$ cat src/rtl/smb_alert_arb.sv
`timescale 1ns/1ps
module smb_alert_arb #(
  parameter int          NFLT     = 8,
  parameter logic [6:0]  DEV_ADDR = 7'h44
) (
  input  logic            clk,
  input  logic            rst_n,
  input  logic [NFLT-1:0] fault_i,
  input  logic [NFLT-1:0] alert_en_i,
  input  logic            start_i,
  input  logic            stop_i,
  input  logic            addr_valid_i,
  input  logic [7:0]      addr_byte_i,
  input  logic            scl_fall_i,
  input  logic            scl_rise_i,
  input  logic            sda_i,
  input  logic            dev_hit_i,
  output logic            alert_pull_o,
  output logic            sda_pull_o
);
  localparam logic [7:0] ARA_RD  = {7'b0001100, 1'b1};
  localparam logic [7:0] TX_BYTE = {DEV_ADDR, 1'b1};

  typedef enum logic [2:0] {S_IDLE, S_WAIT, S_ACK, S_SEND, S_DONE} st_t;

  st_t             st_q;
  logic [2:0]      idx_q;
  logic [NFLT-1:0] seen_q;
  logic            alert_q;

  wire [NFLT-1:0] armed   = fault_i & alert_en_i;
  wire            new_evt = |(armed & ~seen_q);
  wire            my_bit  = TX_BYTE[idx_q];
  wire            sending = (st_q == S_SEND);
  wire            lost    = sending && scl_rise_i && my_bit && !sda_i;
  wire            won     = sending && scl_rise_i && !lost && (idx_q == 3'd0);
  wire            is_ara  = addr_valid_i && (addr_byte_i == ARA_RD);

  assign alert_pull_o = alert_q;
  assign sda_pull_o   = (st_q == S_ACK) || (sending && !my_bit);

  always_ff @(posedge clk or negedge rst_n) begin
    if (!rst_n) begin
      seen_q  <= '0;
      alert_q <= 1'b0;
    end else begin
      seen_q <= (seen_q | armed) & fault_i;
      if (new_evt)               alert_q <= 1'b1;
      else if (won || dev_hit_i) alert_q <= 1'b0;
    end
  end

  always_ff @(posedge clk or negedge rst_n) begin
    if (!rst_n) begin
      st_q  <= S_IDLE;
      idx_q <= 3'd7;
    end else if (start_i || stop_i) begin
      st_q  <= S_IDLE;
    end else begin
      unique case (st_q)
        S_IDLE: if (is_ara && alert_q) st_q <= S_WAIT;
        S_WAIT: if (scl_fall_i) st_q <= S_ACK;
        S_ACK:  if (scl_fall_i) begin
                  st_q  <= S_SEND;
                  idx_q <= 3'd7;
                end
        S_SEND: if (lost || won) st_q <= S_DONE;
                else if (scl_fall_i) idx_q <= idx_q - 3'd1;
        S_DONE: st_q <= S_DONE;
        default: st_q <= S_IDLE;
      endcase
    end
  end
endmodule

$ cat config.mk
export PLATFORM = sky130hd
export DESIGN_NAME = smb_alert_arb
export DESIGN_NICKNAME = d
export VERILOG_FILES = /design/src/rtl/smb_alert_arb.sv
export SDC_FILE = /design/constraint.sdc
export NUM_CORES = 1
export LEC_CHECK = 0
export ABC_CLOCK_PERIOD_IN_PS = 2009
export BUFFER_PORTS_ARGS = -buffer_cell sky130_fd_sc_hd__buf_2
export CAP_MARGIN = 20
export CORE_MARGIN = 2
export CORE_UTILIZATION = 46
export CTS_CLUSTER_SIZE = 14
export DETAILED_ROUTE_END_ITERATION = 8
export PLACE_DENSITY = 0.83
export RECOVER_POWER = 25
export SLEW_MARGIN = 20
export SYNTH_ARGS = -nofsm -noshare
export SYNTH_HDL_FRONTEND = slang
export SYNTH_SLANG_ARGS = --single-unit
$ cat constraint.sdc
create_clock -name clk -period 2.01 [get_ports clk]
set_input_delay 0.402 -clock clk [delete_from_list [all_inputs] [get_ports clk]]
set_output_delay 0.402 -clock clk [all_outputs]
set_load 0.1 [all_outputs]
==> results of run 1 <==
path summary, 6_finish.rpt:
check                                                end  slack, ps
worst max-delay path                          sda_pull_o         40
worst min-delay path                 seen_q[5]$_DFF_PN0_        160
worst max register to register      idx_q[1]$_DFFE_PN1P_        190
worst min register to register       seen_q[1]$_DFF_PN0_        490
max in group asynchronous            seen_q[1]$_DFF_PN0_       1360
min in group clk                alert_pull_o$_DFFE_PN0P_        330
layout make-up:
type | count | area (sq um) | share of cell area (%)
timing repair buffer | 37 | 206 | 18.0
sequential | 15 | 379 | 33.1
multi-input combinational | 67 | 484 | 42.3
clock buffer | 3 | 22.5 | 1.97
clock inverter | 1 | 7.51 | 0.656
inverter | 3 | 13.8 | 1.20
tap | 25 | 31.3 | 2.73
where the power goes:
part	switching (mW)	internal, mW	leakage [nW]
clock	0.106	0.0754	0.0139
sequential	0.0106	0.316	0.183
combinational	0.0524	0.0446	0.328
cell usage after synthesis (2+ instances only):
library cell	instances
nor2_1	6
buf_2	2
inv_1	3
nand4_1	2
o21a_1	8
nor3_1	2
o22ai_1	4
nand3_1	2
mux2i_1	3
a21oi_1	4
nand2_1	13
ha_1	3
dfstp_2	3
dfrtp_1	12
nor4b_1	2
worst max-delay path: cells and delay by family (launching register included):
kind / cells / cell delay [ps]
flops: 1 / 570
buf+inv: 2 / 240
compound gates: 2 / 210
fa+ha+maj: 1 / 270
logic make-up after synthesis:
| kind of cell | Yosys count | synth area share, % |
|---|---|---|
| adders and majority gates | 3 | 4.42 |
| AOI/OAI and AO/OA | 27 | 22.1 |
| buffers and inverters | 5 | 2.50 |
| DFF | 15 | 44.6 |
| and+or+nand+nor | 34 | 22.8 |
| muxes | 3 | 3.53 |
flip-flops by register name (all words and copies together) (netlist names):
name	flops
st_q	3
idx_q	3
seen_q	8
alert_pull_o	1
timing repair:
action | in CTS | in global routing
endpoints found under the setup margin | 1 | 1
gates resized for setup | 4 | 2
setup buffers | 2 | 1
endpoints found under the hold margin | 0 | 0
pin swaps | 2 | 3
per-layer routing:
metal  track usage, %  vias to the layer above
li1                 -                      395
met1             20.0                      377
met2             40.0                       15
met3             2.31                        0
met4             5.00                        0
met5                0                        -
==> impl_metrics.yaml, run 1 <==
outcome:
  status: "finished, final reports clean"
synth:
  synth_cells: 87
  synthDistinctLibCells: 33
  synth_warnings: 0
  synth.area.top_cells: "dfrtp_1, dfstp_2, o21a_1"
  yosysSeqAreaShare_pct: 44.6
  avgSynthCellArea_sq_um: 9.77
  yosys_register_bits: 15
  ys.flop_type: "dfrtp_1"
  async_reset_ff_share_pct: 100
  synth_edf_count: 0
  syn-cell-area_sq_um: 850
  synth_fp_nets: 123
  synth_top_cell_by_area: "dfrtp_1"
  synth_top_area_share_pct: 35.3
place:
  pre_cts_ws_ps: 180
  hpwl_um: 1540
  placed_cell_area_sq_mm: 0.00107
  post-place-cells: 144
  port_buffers: 34
  globalplace.congestion: 0.846
drt:
  wirelength_um: 1900
  antenna_left: 0
  initialDrtViolationCount: 4
  vias_per_cell: 5.21
  highest_layer: "met3"
  wl_met3_um: 63
  remaining_drc_errors: 0
  wl_per_cell_um: 12.6
  met1Wirelength_um: 769
  num_vias: 787
  wl_met2_um: 1070
  drt_first_pass_iters: 2
final_layout:
  final_area_sq_mm: 0.00114
  final_net_count: 163
  layout-drive-gt1-share_pct: 40.5
  area_growth_pct: 34.8
  final_common_cell: "buf_2"
  final_util_pct: 66.3
  fill_cells: 158
  diodes: 0
  final_cell_mix: "buf_2, nand2_1, dfrtp_1"
  fin_cells: 151
sta:
  relSlewSlack_pct: 47.8
  fin_crit_ps: 1970
  final_hold_viol_count: 0
  fin_skew_ps: 3.54
  fmax_mhz: 508
  tightestPinTransition_ps: 783
  worst_hold_slack_ps: 160
  finalSetupTns_ps: 0
  rsz0062_at_grt: "no"
  fin_crit_sh_pct: 97.9
  finalSetupViolations: 0
  layout_setup_ws_ps: 42.0
  report.final.slew_viol_count: 0
die:
  core-area_sq_mm: 0.00173
  rows: 15
  die_y_um: 47.0
  start_util_pct: 49.2
  pin_count: 35
  die_x_um: 47.0
  die_area_sq_mm: 0.00221
clock_tree:
  cts_buffer_depth: 2
  root_buffer: "clkbuf_4"
  clk_pin_slew_ps: 100
  htree_levels: 1
  cts_made_buffers: 3
  cts_sinks: 15
  clock_latency_ps: 280
  tritoncts: "yes"
  postCtsHoldBufs: 0
setup_path:
  critPathRequiredTime_ps: 1610
  reg2reg_from: "idx_q[0]$_DFFE_PN1P_"
  crit_path_start_kind: "flop"
  path_cells: "inv_4 > ha_4 > o21ai_4 > a21oi_4 > buf_12"
  cp.arrival_ps: 1570
  startpoint: "idx_q[0]$_DFFE_PN1P_"
  cpPeakStageDelay_ps: 570
  slowest_stage: "dfstp_2"
  worst-r2r-cell-count: 7
  crit_path_end_kind: "primary output"
  path_class: "reg -> out"
  critPathMaxFanout: 3
grt:
  grt_usage_pct: 19.4
  grt_max_degree: 16
  grt_pass1_wl_um: 3050
  first_global_vias: 797
  antenna_found_initial: 0
  overflow: 0
hold_path:
  hp-class: "in -> async"
power_and_ir_drop:
  power_leakage_nw: 0.525
  peakVddDrop_uv: 532
  p_total_mw: 0.605
  p_per_area_mw_per_mm2: 529
job:
  drv_cap: 0
Power figures use the tool's default switching activity.
==> run 2, diff against run 1 <==
ABC_CLOCK_PERIOD_IN_PS = 1750   (was 2009)
CORE_ASPECT_RATIO = 1.5   (was not set)
CORE_UTILIZATION = 42   (was 46)
PLACE_DENSITY = 0.8   (was 0.83)
clock period = 1.75 ns   (was 2.01 ns; I/O delays follow)
==> run 2 against run 1 <==
Against the previous run: the run now ends with setup timing left; non-clock buffer count unchanged; first-iteration DRC count rose to 2.5 times the previous value; design area up 0.55%; critical path depth unchanged; global-route usage down 1.1 points; sequential share of layout area down 0.18 points; setup slack worse by 200 ps; final cell count down 2.6%; clock power up 5%; sequential cell count unchanged; critical path type unchanged; largest cell class unchanged.
==> impl_metrics.yaml, run 2 (synthesis gave the netlist of run 1 again) <==
sta:
  finalSetupTns_ps: -158
  fin_crit_sh_pct: 109
  final_hold_viol_count: 0
  tightestPinTransition_ps: 484
  fmax_mhz: 524
  report.final.slew_viol_count: 0
  finalSetupViolations: 1
  fin_skew_ps: 9.90
  layout_setup_ws_ps: -158
  fin_crit_ps: 1910
  rsz0062_at_grt: "yes"
  relSlewSlack_pct: 68.0
final_layout:
  largest_reg_flops: 8
  top_regs: "seen_q x8, idx_q x3, st_q x3"
  diodes: 0
  final_cell_mix: "buf_2, nand2_1, dfrtp_1"
  final_net_count: 163
  regMostFlops: "seen_q"
  final_common_cell: "buf_2"
  fill_cells: 168
  area_growth_pct: 35.5
  layout-drive-gt1-share_pct: 40.5
  final_util_pct: 61.3
  final_area_sq_mm: 0.00115
power_and_ir_drop:
  p_per_area_mw_per_mm2: 590
  peakVddDrop_uv: 392
  power_leakage_nw: 0.532
setup_path:
  path_cells: "inv_2 > ha_4 > o21ai_4 > a21oi_4 > buf_12"
  slowest_stage: "dfstp_2"
  critPathTopFamily: "flip-flops"
  startpoint: "idx_q[1]$_DFFE_PN1P_"
  reg2reg_from: "idx_q[0]$_DFFE_PN1P_"
  cp.buffers_inverters: 2
  crit_path_end_kind: "primary output"
  crit_path_start_kind: "flop"
  path_class: "reg -> out"
  cpPeakStageDelay_ps: 550
  cp.arrival_ps: 1560
  critPathRequiredTime_ps: 1400
  critPathMaxFanout: 3
clock_tree:
  root_buffer: "clkbuf_4"
  htree_levels: 1
  cts_sinks: 15
  cts_buffer_depth: 2
  cts_made_buffers: 3
  clock_latency_ps: 280
  tritoncts: "yes"
  clk_pin_slew_ps: 90
grt:
  grt_max_degree: 16
  first_global_vias: 804
  antenna_found_initial: 0
  grt_usage_pct: 18.2
  grt_pass1_wl_um: 3030
  overflow: 0
job:
  drv_cap: 0
place:
  pre_cts_ws_ps: 103
  globalplace.congestion: 0.765
  port_buffers: 34
  placed_cell_area_sq_mm: 0.00109
  hpwl_um: 1540
die:
  rows: 19
  core-area_sq_mm: 0.00188
  start_util_pct: 45.2
  die_area_sq_mm: 0.00241
  die_x_um: 40.7
  pin_count: 35
  die_y_um: 59.1
drt:
  num_vias: 809
  remaining_drc_errors: 0
  drt_first_pass_iters: 4
  wl_per_cell_um: 12.5
  wirelength_um: 1830
  antenna_left: 0
  initialDrtViolationCount: 10
  vias_per_cell: 5.50
outcome:
  status: "complete, but fails checks"
  violations: "setup timing"
hold_path:
  hp-class: "in -> reg"
  holdCritStartpoint: "dev_hit_i"
[run 2: cell types whose count changed in the layout (fill, tap and decap cells not counted)]
cell | previous run | this run
buf_2 | 32 | 33
buf_4 | 3 | 2
clkinvlp_4 | 1 | 0
dlygate4sd3_1 | 0 | 1
o21bai_1 | 1 | 0
o21bai_4 | 0 | 1
[run 2: path summary, 6_finish.rpt]
path	endpoint	slack [ps]	cells after the start
max	sda_pull_o	-160	5
min	alert_pull_o$_DFFE_PN0P_	280	2
max reg2reg	idx_q[1]$_DFFE_PN1P_	20	7
min reg2reg	seen_q[1]$_DFF_PN0_	480	1
max in group asynchronous	idx_q[0]$_DFFE_PN1P_	940	2
min in group asynchronous	seen_q[6]$_DFF_PN0_	500	2
[run 2: final cells by class]
type	instances	area (sq um)	share of cell area [%]
Timing Repair Buffer	37	210	18.3
Clock buffer	4	26.3	2.28
Tap cell	21	26.3	2.28
Multi-Input combinational cell	67	495	43.0
Sequential cell	15	379	32.9
Inverter	3	13.8	1.20
[run 2: layer usage]
layer,track usage (%),up-vias,wire [um]
li1,-,399,-
met1,19.2,376,705
met2,32.0,32,1000
met3,3.01,2,105
met4,10.0,0,15
met5,0,-,0
[run 2: report_power, final]
part | leakage, nW | switching, mW | internal, mW
Sequential | 0.183 | 0.0118 | 0.363
Clock | 0.0150 | 0.102 | 0.0883
Combinational | 0.334 | 0.0602 | 0.0538
[run 2: worst register-to-register path, stage by stage, from the launching register on]
cell and delay, ps:
dfstp_2 560, inv_4 50, ha_4 250, buf_4 150, o21bai_4 140, nand3b_1 100
and4_1 210, a22oi_1 210
[run 2: stage by stage]
stage / total power [mW] / cells / hold WS [ps]
detailed placement: 0.494 / 140 / 274
floorplan: 0.432 / 87 / 54.4
global placement: 0.489 / 140 / 266
finish: 0.679 / 147 / 282
global route: 0.719 / 147 / 269
CTS: 0.689 / 146 / 281
[run 2: timing repair]
item                                    4_1_cts  5_1_grt
endpoints found under the hold margin        12        0
pin swaps                                     0        1
hold buffers                                  1        0
endpoints found under the setup margin        1        1
setup buffers                                 1        1
resized for setup                             0        3
gates cloned                                  0        0
